**config.mk**
```make
export PLATFORM = sky130hd
export DESIGN_NAME = serial_readout_port
export DESIGN_NICKNAME = d
export VERILOG_FILES = /design/src/rtl/rdo_pkg.sv /design/src/rtl/rdo_rst_sync.sv /design/src/rtl/rdo_edge_sync.sv /design/src/rtl/rdo_shift.sv /design/src/rtl/serial_readout_port.sv
export SDC_FILE = /design/constraint.sdc
export NUM_CORES = 1
export LEC_CHECK = 0
export BUFFER_PORTS_ARGS = -buffer_cell sky130_fd_sc_hd__buf_2
export CORE_MARGIN = 2
export CORE_UTILIZATION = 52
export CTS_BUF_LIST = sky130_fd_sc_hd__clkbuf_8
export CTS_CLUSTER_DIAMETER = 100
export CTS_CLUSTER_SIZE = 16
export DETAILED_ROUTE_END_ITERATION = 10
export MAX_ROUTING_LAYER = met4
export PLACE_DENSITY = 0.76
export SETUP_SLACK_MARGIN = 0.05
export SYNTH_ARGS = -nofsm -noshare
export SYNTH_HDL_FRONTEND = slang
export SYNTH_SLANG_ARGS = --single-unit
```
**constraint.sdc**
```tcl
create_clock -name clk -period 1.4 [get_ports clk]
set_input_delay 0.14 -clock clk [delete_from_list [all_inputs] [get_ports clk]]
set_output_delay 0.14 -clock clk [all_outputs]
set_load 0.03 [all_outputs]
```
**src/rtl/rdo_pkg.sv**
```systemverilog
package rdo_pkg;

  typedef enum logic [2:0] {
    ST_IDLE  = 3'd0,
    ST_BUSY  = 3'd1,
    ST_READ  = 3'd2,
    ST_HOLD  = 3'd3,
    ST_ABORT = 3'd4
  } rdo_state_e;

endpackage

```
**src/rtl/rdo_rst_sync.sv**
```systemverilog
module rdo_rst_sync #(
  parameter int STAGES = 2
) (
  input  logic clk,
  input  logic rst_n_in,
  output logic rst_n_out
);

  logic [STAGES-1:0] chain_q;

  // assert asynchronously, release after STAGES clock edges
  always_ff @(posedge clk or negedge rst_n_in) begin
    if (!rst_n_in) begin
      chain_q <= '0;
    end else begin
      chain_q <= {chain_q[STAGES-2:0], 1'b1};
    end
  end

  assign rst_n_out = chain_q[STAGES-1];

endmodule

```
**src/rtl/rdo_edge_sync.sv**
```systemverilog
module rdo_edge_sync #(
  parameter int               WIDTH   = 2,
  parameter int               STAGES  = 2,
  parameter logic [WIDTH-1:0] RST_VAL = '0
) (
  input  logic             clk,
  input  logic             rst_n,
  input  logic [WIDTH-1:0] async_i,
  output logic [WIDTH-1:0] level_o,
  output logic [WIDTH-1:0] last_o
);

  for (genvar g = 0; g < WIDTH; g++) begin : g_bit
    logic [STAGES-1:0] sync_q;
    logic              last_q;

    always_ff @(posedge clk or negedge rst_n) begin
      if (!rst_n) begin
        sync_q <= {STAGES{RST_VAL[g]}};
        last_q <= RST_VAL[g];
      end else begin
        sync_q <= {sync_q[STAGES-2:0], async_i[g]};
        last_q <= sync_q[STAGES-1];
      end
    end

    assign level_o[g] = sync_q[STAGES-1];
    assign last_o[g]  = last_q;
  end

endmodule

```
**src/rtl/rdo_shift.sv**
```systemverilog
module rdo_shift #(
  parameter  int WIDTH = 16,
  localparam int CW    = $clog2(WIDTH + 1)
) (
  input  logic             clk,
  input  logic             rst_n,
  input  logic             load_i,
  input  logic [WIDTH-1:0] load_val_i,
  input  logic             shift_i,
  output logic             msb_o,
  output logic [CW-1:0]    shifts_o
);

  logic [WIDTH-1:0] word_q, word_d;
  logic [CW-1:0]    cnt_q, cnt_d;
  logic             upd_en;

  always_comb begin
    upd_en = load_i | shift_i;
    word_d = word_q;
    cnt_d  = cnt_q;
    if (load_i) begin
      word_d = load_val_i;
      cnt_d  = '0;
    end else if (shift_i) begin
      word_d = {word_q[WIDTH-2:0], 1'b0};
      cnt_d  = cnt_q + 1'b1;
    end
  end

  always_ff @(posedge clk or negedge rst_n) begin
    if (!rst_n) begin
      word_q <= '0;
      cnt_q  <= '0;
    end else if (upd_en) begin
      word_q <= word_d;
      cnt_q  <= cnt_d;
    end
  end

  assign msb_o    = word_q[WIDTH-1];
  assign shifts_o = cnt_q;

endmodule

```
**src/rtl/serial_readout_port.sv**
```systemverilog
module serial_readout_port #(
  parameter int RES_W       = 15,
  parameter int LAT_W       = 8,
  parameter int ABORT_CYC   = 3,
  parameter int SYNC_STAGES = 2
) (
  input  logic             clk,
  input  logic             rst_n,
  input  logic             conv_n,
  input  logic             chan_sel,
  input  logic             sclk,
  input  logic [LAT_W-1:0] lat_cfg,
  input  logic [RES_W-1:0] res_a,
  input  logic [RES_W-1:0] res_b,
  output logic             sdat_o,
  output logic             sdat_oe
);
  import rdo_pkg::*;

  localparam int WORD_W = RES_W + 1;
  localparam int CNT_W  = $clog2(WORD_W + 1);
  localparam int ACNT_W = $clog2(ABORT_CYC + 1);

  logic             rst_n_s;
  logic [1:0]       lvl, last;
  logic             conv_fall, conv_rise, sclk_fall;
  rdo_state_e       state_q, state_d;
  logic [LAT_W-1:0] lat_q, lat_d;
  logic             lat_en;
  logic             chan_q, chan_en;
  logic [ACNT_W-1:0] acnt_q, acnt_d;
  logic             acnt_en;
  logic             load, shift, msb;
  logic [CNT_W-1:0] shifts;
  logic [WORD_W-1:0] load_val;

  rdo_rst_sync #(.STAGES(SYNC_STAGES)) u_rst (
    .clk       (clk),
    .rst_n_in  (rst_n),
    .rst_n_out (rst_n_s)
  );

  // bit 0: convert start (idle high), bit 1: serial clock (idle low)
  rdo_edge_sync #(.WIDTH(2), .STAGES(SYNC_STAGES), .RST_VAL(2'b01)) u_sync (
    .clk     (clk),
    .rst_n   (rst_n_s),
    .async_i ({sclk, conv_n}),
    .level_o (lvl),
    .last_o  (last)
  );

  assign conv_fall = ~lvl[0] &  last[0];
  assign conv_rise =  lvl[0] & ~last[0];
  assign sclk_fall = ~lvl[1] &  last[1];

  assign load_val = {1'b1, (chan_q ? res_b : res_a)};

  rdo_shift #(.WIDTH(WORD_W)) u_shift (
    .clk        (clk),
    .rst_n      (rst_n_s),
    .load_i     (load),
    .load_val_i (load_val),
    .shift_i    (shift),
    .msb_o      (msb),
    .shifts_o   (shifts)
  );

  always_comb begin
    state_d = state_q;
    lat_d   = lat_q;
    lat_en  = 1'b0;
    chan_en = 1'b0;
    acnt_d  = acnt_q;
    acnt_en = 1'b0;
    load    = 1'b0;
    shift   = 1'b0;
    unique case (state_q)
      ST_IDLE: begin
        if (conv_fall) begin
          state_d = ST_BUSY;
          lat_d   = lat_cfg;
          lat_en  = 1'b1;
          chan_en = 1'b1;
        end
      end
      ST_BUSY: begin
        if (conv_rise) begin
          state_d = ST_ABORT;
          acnt_d  = '0;
          acnt_en = 1'b1;
        end else if (lat_q == '0) begin
          state_d = ST_READ;
          load    = 1'b1;
        end else begin
          lat_d  = lat_q - 1'b1;
          lat_en = 1'b1;
        end
      end
      ST_READ: begin
        if (conv_rise) begin
          state_d = ST_ABORT;
          acnt_d  = '0;
          acnt_en = 1'b1;
        end else if (sclk_fall) begin
          shift = 1'b1;
          if (shifts == CNT_W'(WORD_W - 1)) begin
            state_d = ST_HOLD;
          end
        end
      end
      ST_HOLD: begin
        if (conv_rise) begin
          state_d = ST_IDLE;
        end
      end
      ST_ABORT: begin
        if (acnt_q == ACNT_W'(ABORT_CYC - 1)) begin
          state_d = ST_IDLE;
        end else begin
          acnt_d  = acnt_q + 1'b1;
          acnt_en = 1'b1;
        end
      end
      default: state_d = ST_IDLE;
    endcase
  end

  always_ff @(posedge clk or negedge rst_n_s) begin
    if (!rst_n_s) begin
      state_q <= ST_IDLE;
      lat_q   <= '0;
      chan_q  <= 1'b0;
      acnt_q  <= '0;
    end else begin
      state_q <= state_d;
      if (lat_en)  lat_q  <= lat_d;
      if (chan_en) chan_q <= chan_sel;
      if (acnt_en) acnt_q <= acnt_d;
    end
  end

  assign sdat_oe = (state_q != ST_IDLE);
  assign sdat_o  = ((state_q == ST_READ) || (state_q == ST_HOLD)) & msb;

endmodule

```
==> summary.md, run 1 <==
| Metric | Value |
|---|---|
| IO buf count | 44 |
| Clk sinks | between 40 and 50 |
| Met2 WL | 3040 µm |
| DR iter-0 viols | about 120 |
| DRC | 0 |
| Fmax | 565 MHz |
| Top Ports | 45 |
| CTS Buffer Depth | 2 |
| Slew headroom | 0.641 |
| Final Hold Fails | 0 |
| Period utilization | 1.26 |
| Area leader, netlist | dfrtp_1 |
| Placed insts | ~340 |
| Sequential share of power | 0.348 |
| Ranking of synthesized cells by area | dfrtp_1 (43%), mux2i_1 (8.2%), a221o_1 (4.8%), dfstp_2 (3.4%), nor2_1 (3.1%) |
| Row Count | 24 |
| Switching power share of the total | 0.377 |
| Startpoint Class | register |
| Largest net degree at the start of global routing | between 40 and 50 |
| Clk Latency, worst-skew pair | about 0.3 ns |
| Hold crit path type | in2reg |
| Setup violations, final | 36 |
| Seq/Total Area, Yosys | 0.467 |
| Fill count | about 260 |
| GR Util All Layers | 0.251 |
| Maximum VDD drop | between 0.9 and 1 mV |
| Die height | a little over 70 µm |
| Slew Viols, Final | 0 |
| Syn Inst Count | 209 |
| Count leader, synth | dfrtp_1 |
| CTS Buf Count | 5 |
| Number of max-cap violations | 0 |
| Clock-pin slew on the worst setup and hold paths | around 0.080 ns |
| RSZ-0062 raised after global routing | yes |
| Period minus WS final | 1.77 ns |
| WL per Instance | 16.9 µm |
| Combinational share of power | 0.509 |
| Pre-CTS WS | -0.327 ns |
| Syn Nets | about 260 |
| Cell Area, Synth | between 0.002 and 0.0025 mm² |
| Clock share of power | 0.143 |
| Diodes inserted | 0 |
| Synth warn | 0 |
| Critical-path top delay cell | or4_4 |
| Routed Antenna Nets | 0 |
| Die area | roughly 0.005 mm² |
| Clock tree from TritonCTS | built |
| Clock skew | between 0.006 and 0.007 ns |
| # H-tree levels | 2 |
| Antenna violations before repair | 0 |
| Synth-to-layout area growth | 48.0% |
| Via-to-Cell Ratio | between 5 and 6 |
| M1 wire length | ~2500 µm |
| WS Path Type | reg2reg |
| Worst-path cell chain | buf_4, or4_4, o41ai_2, nand4_1, o2bb2ai_1 |
| Post-synth EDFFs | 0 |
| Top Metal Used | met4 |
| Failing checks | setup timing |
| Peak per-stage delay on the critical path | ~0.54 ns |
| Router iterations before antenna repair | 4 |
| Dpl hpwl | 3630 µm |
| Net count, final | approximately 350 |
| Top post-synthesis cells by count | dfrtp_1 (40), mux2i_1 (19), nor2_1 (19) |
| Syn_area_per_cell | 11.1 µm² |
| Gr ovfl total | 0 |
| GP Congestion | ~0.84 |
| Initial core utilization | 0.534 |
| Synth Flop Type | dfrtp_1 |
| Fraction of registers with async set/reset | 1.00 |
| Setup ws final | -0.369 ns |
| Critical path arrival | approximately 2.0 ns |
| WL final | ~6100 µm |
| Non-Filler Instances | about 360 |
| Number of global-route vias before repair | 2109 |
| Synth cell types | 56 |
| Layout cells sized above 1 | 0.557 |
| CTS root buffer | clkbuf_8 |
| Critical path fanouts, max | 3 |
| Share of the synthesized area in the top cell type | 0.433 |
| Synthesis-stage register bit count | 43 |
| Internal power | a little under 0.004 W |
| Reg2Reg Setup Slack | -0.37 ns |
| Placeable core area | 0.00432 mm² |
| Status | finished, violations left |
| Required @ worst endpoint | 1.59 ns |
| Worst Tran Pin Value | ~0.53 ns |
| Power density over the cells | around 1800 mW/mm² |
| Sw Pwr | about 0.0024 W |
| Lkg Pwr | ~1.6 nW |
| Met3 routed WL | 330 µm |
| First-pass GRT wire length | 9650 µm |
| Critical Path End Type | register |
| Die width | between 70 and 80 µm |
| Vias | about 2.1k |
## power groups by stage
stage | sequential, W | combinational (W) | clock, W
floorplan | 0.00205 | 0.00175 | 0
global placement | 0.00214 | 0.00249 | 0
detailed placement | 0.00213 | 0.00260 | 0
CTS | 0.00214 | 0.00293 | 0.000896
global route | 0.00224 | 0.00343 | 0.000944
finish | 0.00218 | 0.00319 | 0.000894
## worst paths after layout
check	start	end	cells after the start
hold reg to reg	u_rst.chain_q[1]	acnt_q[0]	1
hold / removal	chan_sel	chan_q	2
setup / recovery	lat_q[1]	lat_q[7]	5
min in group asynchronous	rst_n	u_rst.chain_q[0]	2
setup reg to reg	lat_q[1]	lat_q[7]	5
max in group asynchronous	u_rst.chain_q[1]	u_sync.g_bit[0].last_q	1
## what timing repair did
| action | CTS | global route |
|---|---|---|
| setup endpoints to repair | 37 | 37 |
| buffers inserted | 7 | 4 |
| gates cloned | 1 | 2 |
| endpoints found under the hold margin | 4 | 0 |
| pin swaps | 16 | 23 |
| resized for setup | 42 | 29 |
| hold buffers | 3 | 0 |
## per-stage QoR
step | power, W | TNS [ns] | hold slack, ns | area (µm²) | utilization
final | 0.00627 | -7.45 | 0.0966 | 3420 | 0.791
after global routing | 0.00662 | -10.32 | 0.0924 | 3420 | 0.791
after CTS | 0.00597 | -6.01 | 0.101 | 3270 | 0.756
after detailed placement | 0.00473 | -6.52 | -0.0733 | 2910 | 0.672
after global placement | 0.00462 | -5.52 | -0.0746 | 2910 | 0.672
after floorplan | 0.00380 | -7.06 | -0.156 | 2390 | -
## layout by cell type, fill, tap and decap left out, types with 3 or more instances in the layout
| master | instances |
|---|---|
| o21ai_1 | 3 |
| inv_1 | 5 |
| buf_2 | 42 |
| a221o_2 | 4 |
| nand3_2 | 5 |
| nand2_1 | 9 |
| mux2i_1 | 19 |
| nor2_2 | 7 |
| dfstp_2 | 3 |
| buf_12 | 3 |
| nor2b_1 | 3 |
| nand4_1 | 5 |
| and3_1 | 3 |
| dfrtp_1 | 37 |
| a221o_1 | 11 |
| buf_6 | 15 |
| nor2_1 | 8 |
| clkbuf_8 | 7 |
| dfrtp_2 | 3 |
| nor2_4 | 6 |
| a21oi_1 | 4 |
| dlygate4sd3_1 | 3 |
| o21ai_0 | 3 |
| buf_4 | 37 |
| nor3b_4 | 3 |
| inv_2 | 5 |
## layer usage
metal / GRT usage / up-vias
li1: - / 967
met1: 0.312 / 992
met2: 0.412 / 90
met3: 0.0370 / 14
met4: 0.107 / 0
met5: - / -
## critical path: cells and delay by family, from the launching register on
kind	cells	cell delay (ns)
buffers and inverters	1	0.15
flip-flops	1	0.40
AO/OA/AOI/OAI	2	0.39
AND/OR/NAND/NOR	2	0.71
## cell families (layout without fill, tap and decap cells)
logic type | after synthesis | in the layout | synth area share
xor+xnor | 3 | 3 | 0.0114
simple gates | 68 | 69 | 0.176
buf+inv | 24 | 121 | 0.0725
fa+ha+maj | 5 | 5 | 0.0260
compound gates | 44 | 44 | 0.153
mux | 21 | 21 | 0.0920
flops | 43 | 43 | 0.467
other cells | 1 | 1 | 0.00162
## registers in the layout, indices dropped and copies added, names as in the netlist
| signal | cells |
|---|---|
| u_shift.word_q | 16 |
| lat_q | 8 |
| u_shift.shifts_o | 5 |
| u_sync.g_bit.sync_q | 4 |
| state_q | 3 |
| acnt_q | 2 |
| u_rst.chain_q | 2 |
| u_sync.g_bit.last_q | 2 |
| chan_q | 1 |
## layout make-up
type                       instances  area (µm²)  area share
inverter                          10        37.5      0.0110
clock buffer                       7        96.3      0.0282
multi-input combinational        143        1320       0.385
clock inverter                     1        7.51     0.00220
timing repair buffer             103         812       0.237
tap                               52        65.1      0.0190
sequential                        43        1080       0.317
No activity file was read; power rests on OpenSTA's default activity.
==> inputs of run 2 (changes only) <==
Settings changed: ABC_AREA from default to 1, CTS_CLUSTER_DIAMETER 100 to 30.
==> summary.md, run 2 <==
| Metric | Value |
|---|---|
| Status | finished, violations left |
| Failing checks | setup timing |
| Worst-path cell chain | ha_2, nand2_2, nor2_2, ha_2, inv_2, nor2_2, nor2_1, nor2_2, nand2_1, nand2_1, nand2_1 |
| Minimum hold slack | 0.0816 ns (-0.0150 ns) |
| Peak per-stage delay on the critical path | 0.39 ns (-0.15 ns) |
| Antenna violations before repair | 0 (unchanged) |
| Clock share of power | 0.138 (-0.005) |
| Most flops, register | u_shift.word_q |
| Layout cells sized above 1 | 0.437 (-0.120) |
| Post-route cell area | 0.00331 mm² (-3.2%) |
| Die height | 71.1 µm (+0.64%) |
| Post-synth EDFFs | 0 (unchanged) |
| Ranking of synthesized cells by area | dfrtp_1 (43%), nand2_1 (11%), mux2i_1 (6.4%), nand3_1 (6.4%), o211ai_1 (4.5%) |
| Final Hold Fails | 0 (unchanged) |
| Placeable core area | 0.00435 mm² (+0.69%) |
| Vias | 2318 (+12%) |
| Syn Inst Count | 275 (+32%) |
| Synth cell types | 30 (-46%) |
| Critical path fanouts, max | 3 (unchanged) |
| Power density over the cells | 1890 mW/mm² (+3.2%) |
| Reg2Reg Setup Slack | -0.15 ns (+0.21 ns) |
| Slew Viols, Final | 0 (unchanged) |
| Fmax | 643 MHz (+14%) |
| Critical-path top delay cell | dfrtp_1 |
| Period utilization | 1.11 (-0.153) |
| Startpoint Class | register |
| Net count, final | 405 (+15%) |
| Fraction of registers with async set/reset | 1.00 (unchanged) |
| GR Util All Layers | 0.262 (+0.0110) |
| Diodes inserted | 0 (unchanged) |
| Synth-to-layout area growth | 41.3% |
| Combinational share of power | 0.550 (+0.041) |
| Maximum VDD drop | 1.30 mV (+41%) |
| Critical R2R Launch | u_shift.shifts_o[0] |
| Number of max-cap violations | 0 (unchanged) |
| WL final | 6740 µm (+11%) |
| Fill count | 289 (+12%) |
| IO buf count | 44 (unchanged) |
| Clk sinks | 43 (unchanged) |
| Critical path arrival | 1.76 ns (-0.20 ns) |
| Die area | 0.00506 mm² (+1.3%) |
| Number of global-route vias before repair | 2211 (+4.8%) |
| Clock tree from TritonCTS | built |
| Internal power | 0.00349 W (-11%) |
| Clk Latency, worst-skew pair | 0.31 ns (about the same) |
| Cell Area, Synth | 0.00234 mm² (+1.4%) |
| FF-to-FF End | state_q[1] |
| Switching power share of the total | 0.444 (+0.0664) |
| Lkg Pwr | 1.59 nW (about the same) |
| Placed insts | 381 (+14%) |
| CTS Buffer Depth | 2 (unchanged) |
| CTS root buffer | clkbuf_8 |
| Post-Place Cell Area | 0.00274 mm² (-5.6%) |
| WL per Instance | 16.4 µm (-2.7%) |
| Largest net degree at the start of global routing | 31 (-26%) |
| Max reg flops | 16 (unchanged) |
| Top post-synthesis cells by count | nand2_1 (71), dfrtp_1 (40), nand3_1 (30) |
| Top Ports | 45 (unchanged) |
| Gr ovfl total | 0 (unchanged) |
| Most frequent cells in the layout | nand2_1 (57), buf_2 (42), dfrtp_1 (38) |
| Reg area | 0.00108 mm² (-0.12%) |
| Hold crit path type | in2reg |
| Period minus WS final | 1.55 ns (-0.214 ns) |
| Initial core utilization | 0.538 (+0.00350) |
| Final Util | 0.760 (-0.0305) |
| Seq/Total Area, Yosys | 0.461 (-0.00624) |
| Hold-critical path endpoint | chan_q |
| Row Count | 24 (unchanged) |
| Non-Filler Instances | 411 (+14%) |
| Synth Flop Type | dfrtp_1 |
| Dpl hpwl | 3680 µm (+1.4%) |
| Most common cell after layout, fill and taps aside | nand2_1 |
| Clock-pin slew on the worst setup and hold paths | 0.09 ns (about the same) |
| CTS Buf Count | 5 (unchanged) |
| Clock skew | 0.0109 ns (+0.00431 ns) |
| GP Congestion | 0.822 (-2.4%) |
| Synth warn | 0 (unchanged) |
| Setup violations, final | 26 (-28%) |
| DR iter-0 viols | 204 (+67%) |
| Required @ worst endpoint | 1.60 ns (about the same) |
| Setup TNS | -1.62 ns (+5.83 ns) |
| Sw Pwr | 0.00278 W (+18%) |
| WS Path Type | reg2reg |
| Synthesis-stage register bit count | 43 (unchanged) |
| Count leader, synth | nand2_1 |
| Sequential share of power | 0.311 (-0.037) |
| DRC | 0 (unchanged) |
| Share of the synthesized area in the top cell type | 0.427 (-0.00578) |
| Worst Hold Launch | chan_sel |
| Critical Path End Type | register |
| RSZ-0062 raised after global routing | yes |
| Die width | 71.1 µm (+0.64%) |
| Area leader, netlist | dfrtp_1 |
| First-pass GRT wire length | 10000 µm (+4.1%) |
| Syn Nets | 322 (+26%) |
| Syn_area_per_cell | 8.52 µm² (-23%) |
| Setup ws final | -0.155 ns (+0.214 ns) |
| # H-tree levels | 2 (unchanged) |
| Router iterations before antenna repair | 4 (unchanged) |
| Worst hold stages | 3 (+1) |
| Routed Antenna Nets | 0 (unchanged) |
| R2R depth | 11 (+6) |
| Area of the multi-input gates | 0.00133 mm² (+0.85%) |
| Via-to-Cell Ratio | 5.64 (-1.9%) |
## run 2: cell types whose count changed after synthesis, moves of 5 or more
cell      previous run  this run
inv_1               10        24
a221o_1             11         0
nand2_1              9        71
nand3_1              7        30
o21ai_0              8        13
o211ai_1             1        14
## run 2: metal layers
layer,part of all wire,track usage,vias to the layer above,routed length [µm]
met1,0.40,0.325,1103,2680
met2,0.52,0.422,100,3500
met5,0,-,-,0
met4,0.033,0.109,0,225
met3,0.049,0.0499,24,333
li1,-,-,1091,-
## run 2: worst max-delay path by stage
stage | start | endpoint | depth (start not counted)
final | u_shift.shifts_o[0] | state_q[1] | 11
after global routing | u_shift.shifts_o[0] | state_q[0] | 9
after CTS | u_shift.shifts_o[0] | state_q[1] | 11
after detailed placement | u_sync.g_bit[0].last_q | u_shift.word_q[12] | 7
after global placement | u_sync.g_bit[0].last_q | u_shift.word_q[3] | 7
after floorplan | state_q[2] | lat_q[2] | 7
## run 2: layout make-up
type	instances	area share
multi-input cells	197	0.401
well taps	52	0.0197
clock inverters	3	0.00794
inverters	28	0.0355
clock buffers	5	0.0208
repair buffers	83	0.188
flip-flops and latches	43	0.327
## run 2: what timing repair did
action,in CTS,in global routing
setup buffers,9,5
pin swaps,7,20
cloned,3,2
endpoints found under the setup margin,33,35
hold endpoints to repair,4,0
gates resized for setup,41,47
hold buffers,3,0
## run 2: power by group through the flow
stage / combinational [W] / sequential [W] / clock [W]
final: 0.00345 / 0.00195 / 0.000866
after floorplan: 0.00178 / 0.00187 / 0
after detailed placement: 0.00253 / 0.00191 / 0
after global routing: 0.00376 / 0.00199 / 0.000911
after CTS: 0.00291 / 0.00192 / 0.000864
after global placement: 0.00244 / 0.00189 / 0
## run 2: critical path: cells and delay by family (launching register included)
family | cells | cell delay [ns]
buffers and inverters | 1 | 0.04
adder cells (fa/ha/maj) | 2 | 0.38
AND/OR/NAND/NOR | 8 | 0.63
flip-flops | 1 | 0.39
## run 2: per-stage QoR
| step | setup slack, ns | total power [W] |
|---|---|---|
| after global routing | -0.242 | 0.00666 |
| after detailed placement | -0.112 | 0.00443 |
| after CTS | -0.00733 | 0.00569 |
| after floorplan | 0.0527 | 0.00365 |
| after global placement | -0.0382 | 0.00433 |
| final | -0.155 | 0.00627 |
## run 2: kinds of logic after synthesis
kind of cell             after synthesis  synth area share
adder cells (fa/ha/maj)                4            0.0214
AND/OR/NAND/NOR                      137             0.268
other                                  1           0.00160
flip-flops                            43             0.461
multiplexers                          15            0.0641
buffers and inverters                 38            0.0775
AO/OA/AOI/OAI                         37             0.107
==> inputs of run 3 (changes only) <==
Clock period 1.4 ns to 1.95 ns, I/O delays scaled along.
==> summary.md, run 3 (synthesis results as in run 2) <==
| Metric | Value |
|---|---|
| Fmax | 588 MHz (-8.5%) |
| RSZ-0062 raised after global routing | no |
| Slew Viols, Final | 0 (unchanged) |
| Clock skew | 0.00365 ns (-0.00721 ns) |
| Clk sinks | 43 (unchanged) |
| Overall power | 0.00357 W (-43%) |
| Hold crit path type | in2reg |
| GP Congestion | 0.859 (+4.5%) |
| Synth-to-layout area growth | 16.3% |
| Maximum VDD drop | 0.621 mV (-52%) |
| Most flops, register | u_shift.word_q |
| Layout cells sized above 1 | 0.238 (-0.200) |
| Reg area | 0.00108 mm² (-0.23%) |
| Worst path top cell family by delay | simple AND/OR/NAND/NOR gates |
| Power density over the cells | 1310 mW/mm² (-31%) |
| Row Count | 24 (unchanged) |
| Status | finished clean |
| Clk Latency, worst-skew pair | 0.30 ns (about the same) |
| Net count, final | 370 (-8.6%) |
| Post-CTS sizing | 0 (-100%) |
| Cell depth of the worst setup path | 7 (-4) |
| Critical-path top delay cell | dfrtp_1 |
| Critical path fanouts, max | 35 (+32) |
| Post-route cell area | 0.00272 mm² (-18%) |
| Area of the multi-input gates | 0.00108 mm² (-19%) |
| First-pass GRT wire length | 8000 µm (-20%) |
| Initial core utilization | 0.538 (unchanged) |
| R2R depth | 7 (-4) |
| Number of max-cap violations | 0 (unchanged) |
| CTS root buffer | clkbuf_8 |
| Placeable core area | 0.00435 mm² (unchanged) |
| IO buf count | 44 (unchanged) |
| DRC | 0 (unchanged) |
| Largest net degree at the start of global routing | 36 (+16%) |
| # H-tree levels | 2 (unchanged) |
| Final Hold Fails | 0 (unchanged) |
| Gr ovfl total | 0 (unchanged) |
| Via-to-Cell Ratio | 5.19 (-8.0%) |
| Clock tree from TritonCTS | built |
| Critical path arrival | 1.87 ns (+0.11 ns) |
| Worst-path cell chain | inv_1, ha_1, nand2_1, nor2_4, nand2_4, nand3_1, o211ai_1 |
| Die height | 71.1 µm (unchanged) |
| Clock-pin slew on the worst setup and hold paths | 0.09 ns (about the same) |
| WS Path Type | reg2reg |
| Worst hold stages | 3 (unchanged) |
| CTS Buffer Depth | 2 (unchanged) |
| Post-Place Cell Area | 0.00258 mm² (-5.9%) |
| Critical Path End Type | register |
| Setup TNS | 0 ns (+1.62 ns) |
| Setup violations, final | 0 (-100%) |
| GR Util All Layers | 0.206 (-0.0563) |
| Fill count | 376 (+30%) |
| Vias | 1951 (-16%) |
| Router iterations before antenna repair | 4 (unchanged) |
| Lkg Pwr | 1.37 nW (-14%) |
| Required @ worst endpoint | 2.12 ns (+0.52 ns) |
| Peak per-stage delay on the critical path | 0.38 ns (about the same) |
| Period utilization | 0.872 (-0.239) |
| Die area | 0.00506 mm² (unchanged) |
| Antenna violations before repair | 0 (unchanged) |
| CTS Buf Count | 5 (unchanged) |
| Most frequent cells in the layout | nand2_1 (71), buf_2 (44), dfrtp_1 (40) |
| WL final | 4510 µm (-33%) |
| Routed Antenna Nets | 0 (unchanged) |
| Max reg flops | 16 (unchanged) |
| Period minus WS final | 1.70 ns (+0.145 ns) |
| Dpl hpwl | 3260 µm (-11%) |
| Most common cell after layout, fill and taps aside | nand2_1 |
| Startpoint Class | register |
| Top Ports | 45 (unchanged) |
| DR iter-0 viols | 100 (-51%) |
| Number of global-route vias before repair | 1918 (-13%) |
| WL per Instance | 12.0 µm (-27%) |
| CP Buf/Inv Count | 1 (unchanged) |
| Diodes inserted | 0 (unchanged) |
| Minimum hold slack | 0.111 ns (+0.0292 ns) |
| Die width | 71.1 µm (unchanged) |
-- run 3: worst paths after layout --
kind	to	slack [ns]	start
max	u_shift.word_q[11]	0.25	lat_q[0]
min	chan_q	0.11	chan_sel
max reg2reg	u_shift.word_q[11]	0.25	lat_q[0]
min reg2reg	u_sync.g_bit[1].sync_q[0]	0.21	u_rst.chain_q[1]
max in group asynchronous	u_shift.word_q[5]	1.42	u_rst.chain_q[1]
min in group asynchronous	u_rst.chain_q[0]	0.21	rst_n
-- run 3: report_power, final --
| group | switching, W | internal (W) |
|---|---|---|
| sequential | 0.000211 | 0.00117 |
| clock | 0.000319 | 0.000382 |
| combinational | 0.000921 | 0.000568 |
-- run 3: final cells by class --
type	count	share of cell area
multi-input cells	194	0.397
repair buffers	51	0.103
clock inverters	3	0.0161
well taps	52	0.0239
inverters	28	0.0386
clock buffers	5	0.0253
flip-flops and latches	43	0.396
-- run 3: tightest hold or removal path: stages --
cell and delay (ns):
buf_2 0.08, nand2_1 0.04, nand2_1 0.06
-- run 3: timing repair --
| action | CTS | global route |
|---|---|---|
| setup buffers | 0 | 0 |
| hold buffers | 3 | 0 |
| hold endpoints to repair | 4 | 0 |
-- run 3: metrics by stage --
stage	worst slack (ns)	cells	utilization
2_1_floorplan	0.448	275	-
3_3_place_gp	0.343	365	0.593
3_5_place_dp	0.235	365	0.593
4_1_cts	0.234	376	0.626
5_1_grt	0.0950	376	0.626
6_report	0.250	376	0.626
-- run 3: layer usage --
metal / share of wire / routed length (µm) / vias up / global-route usage
met5: 0 / 0 / - / -
met3: 0.029 / 132 / 4 / 0.0470
li1: - / - / 1013 / -
met1: 0.48 / 2170 / 908 / 0.258
met4: 0.0071 / 32 / 0 / 0.0608
met2: 0.48 / 2180 / 26 / 0.334
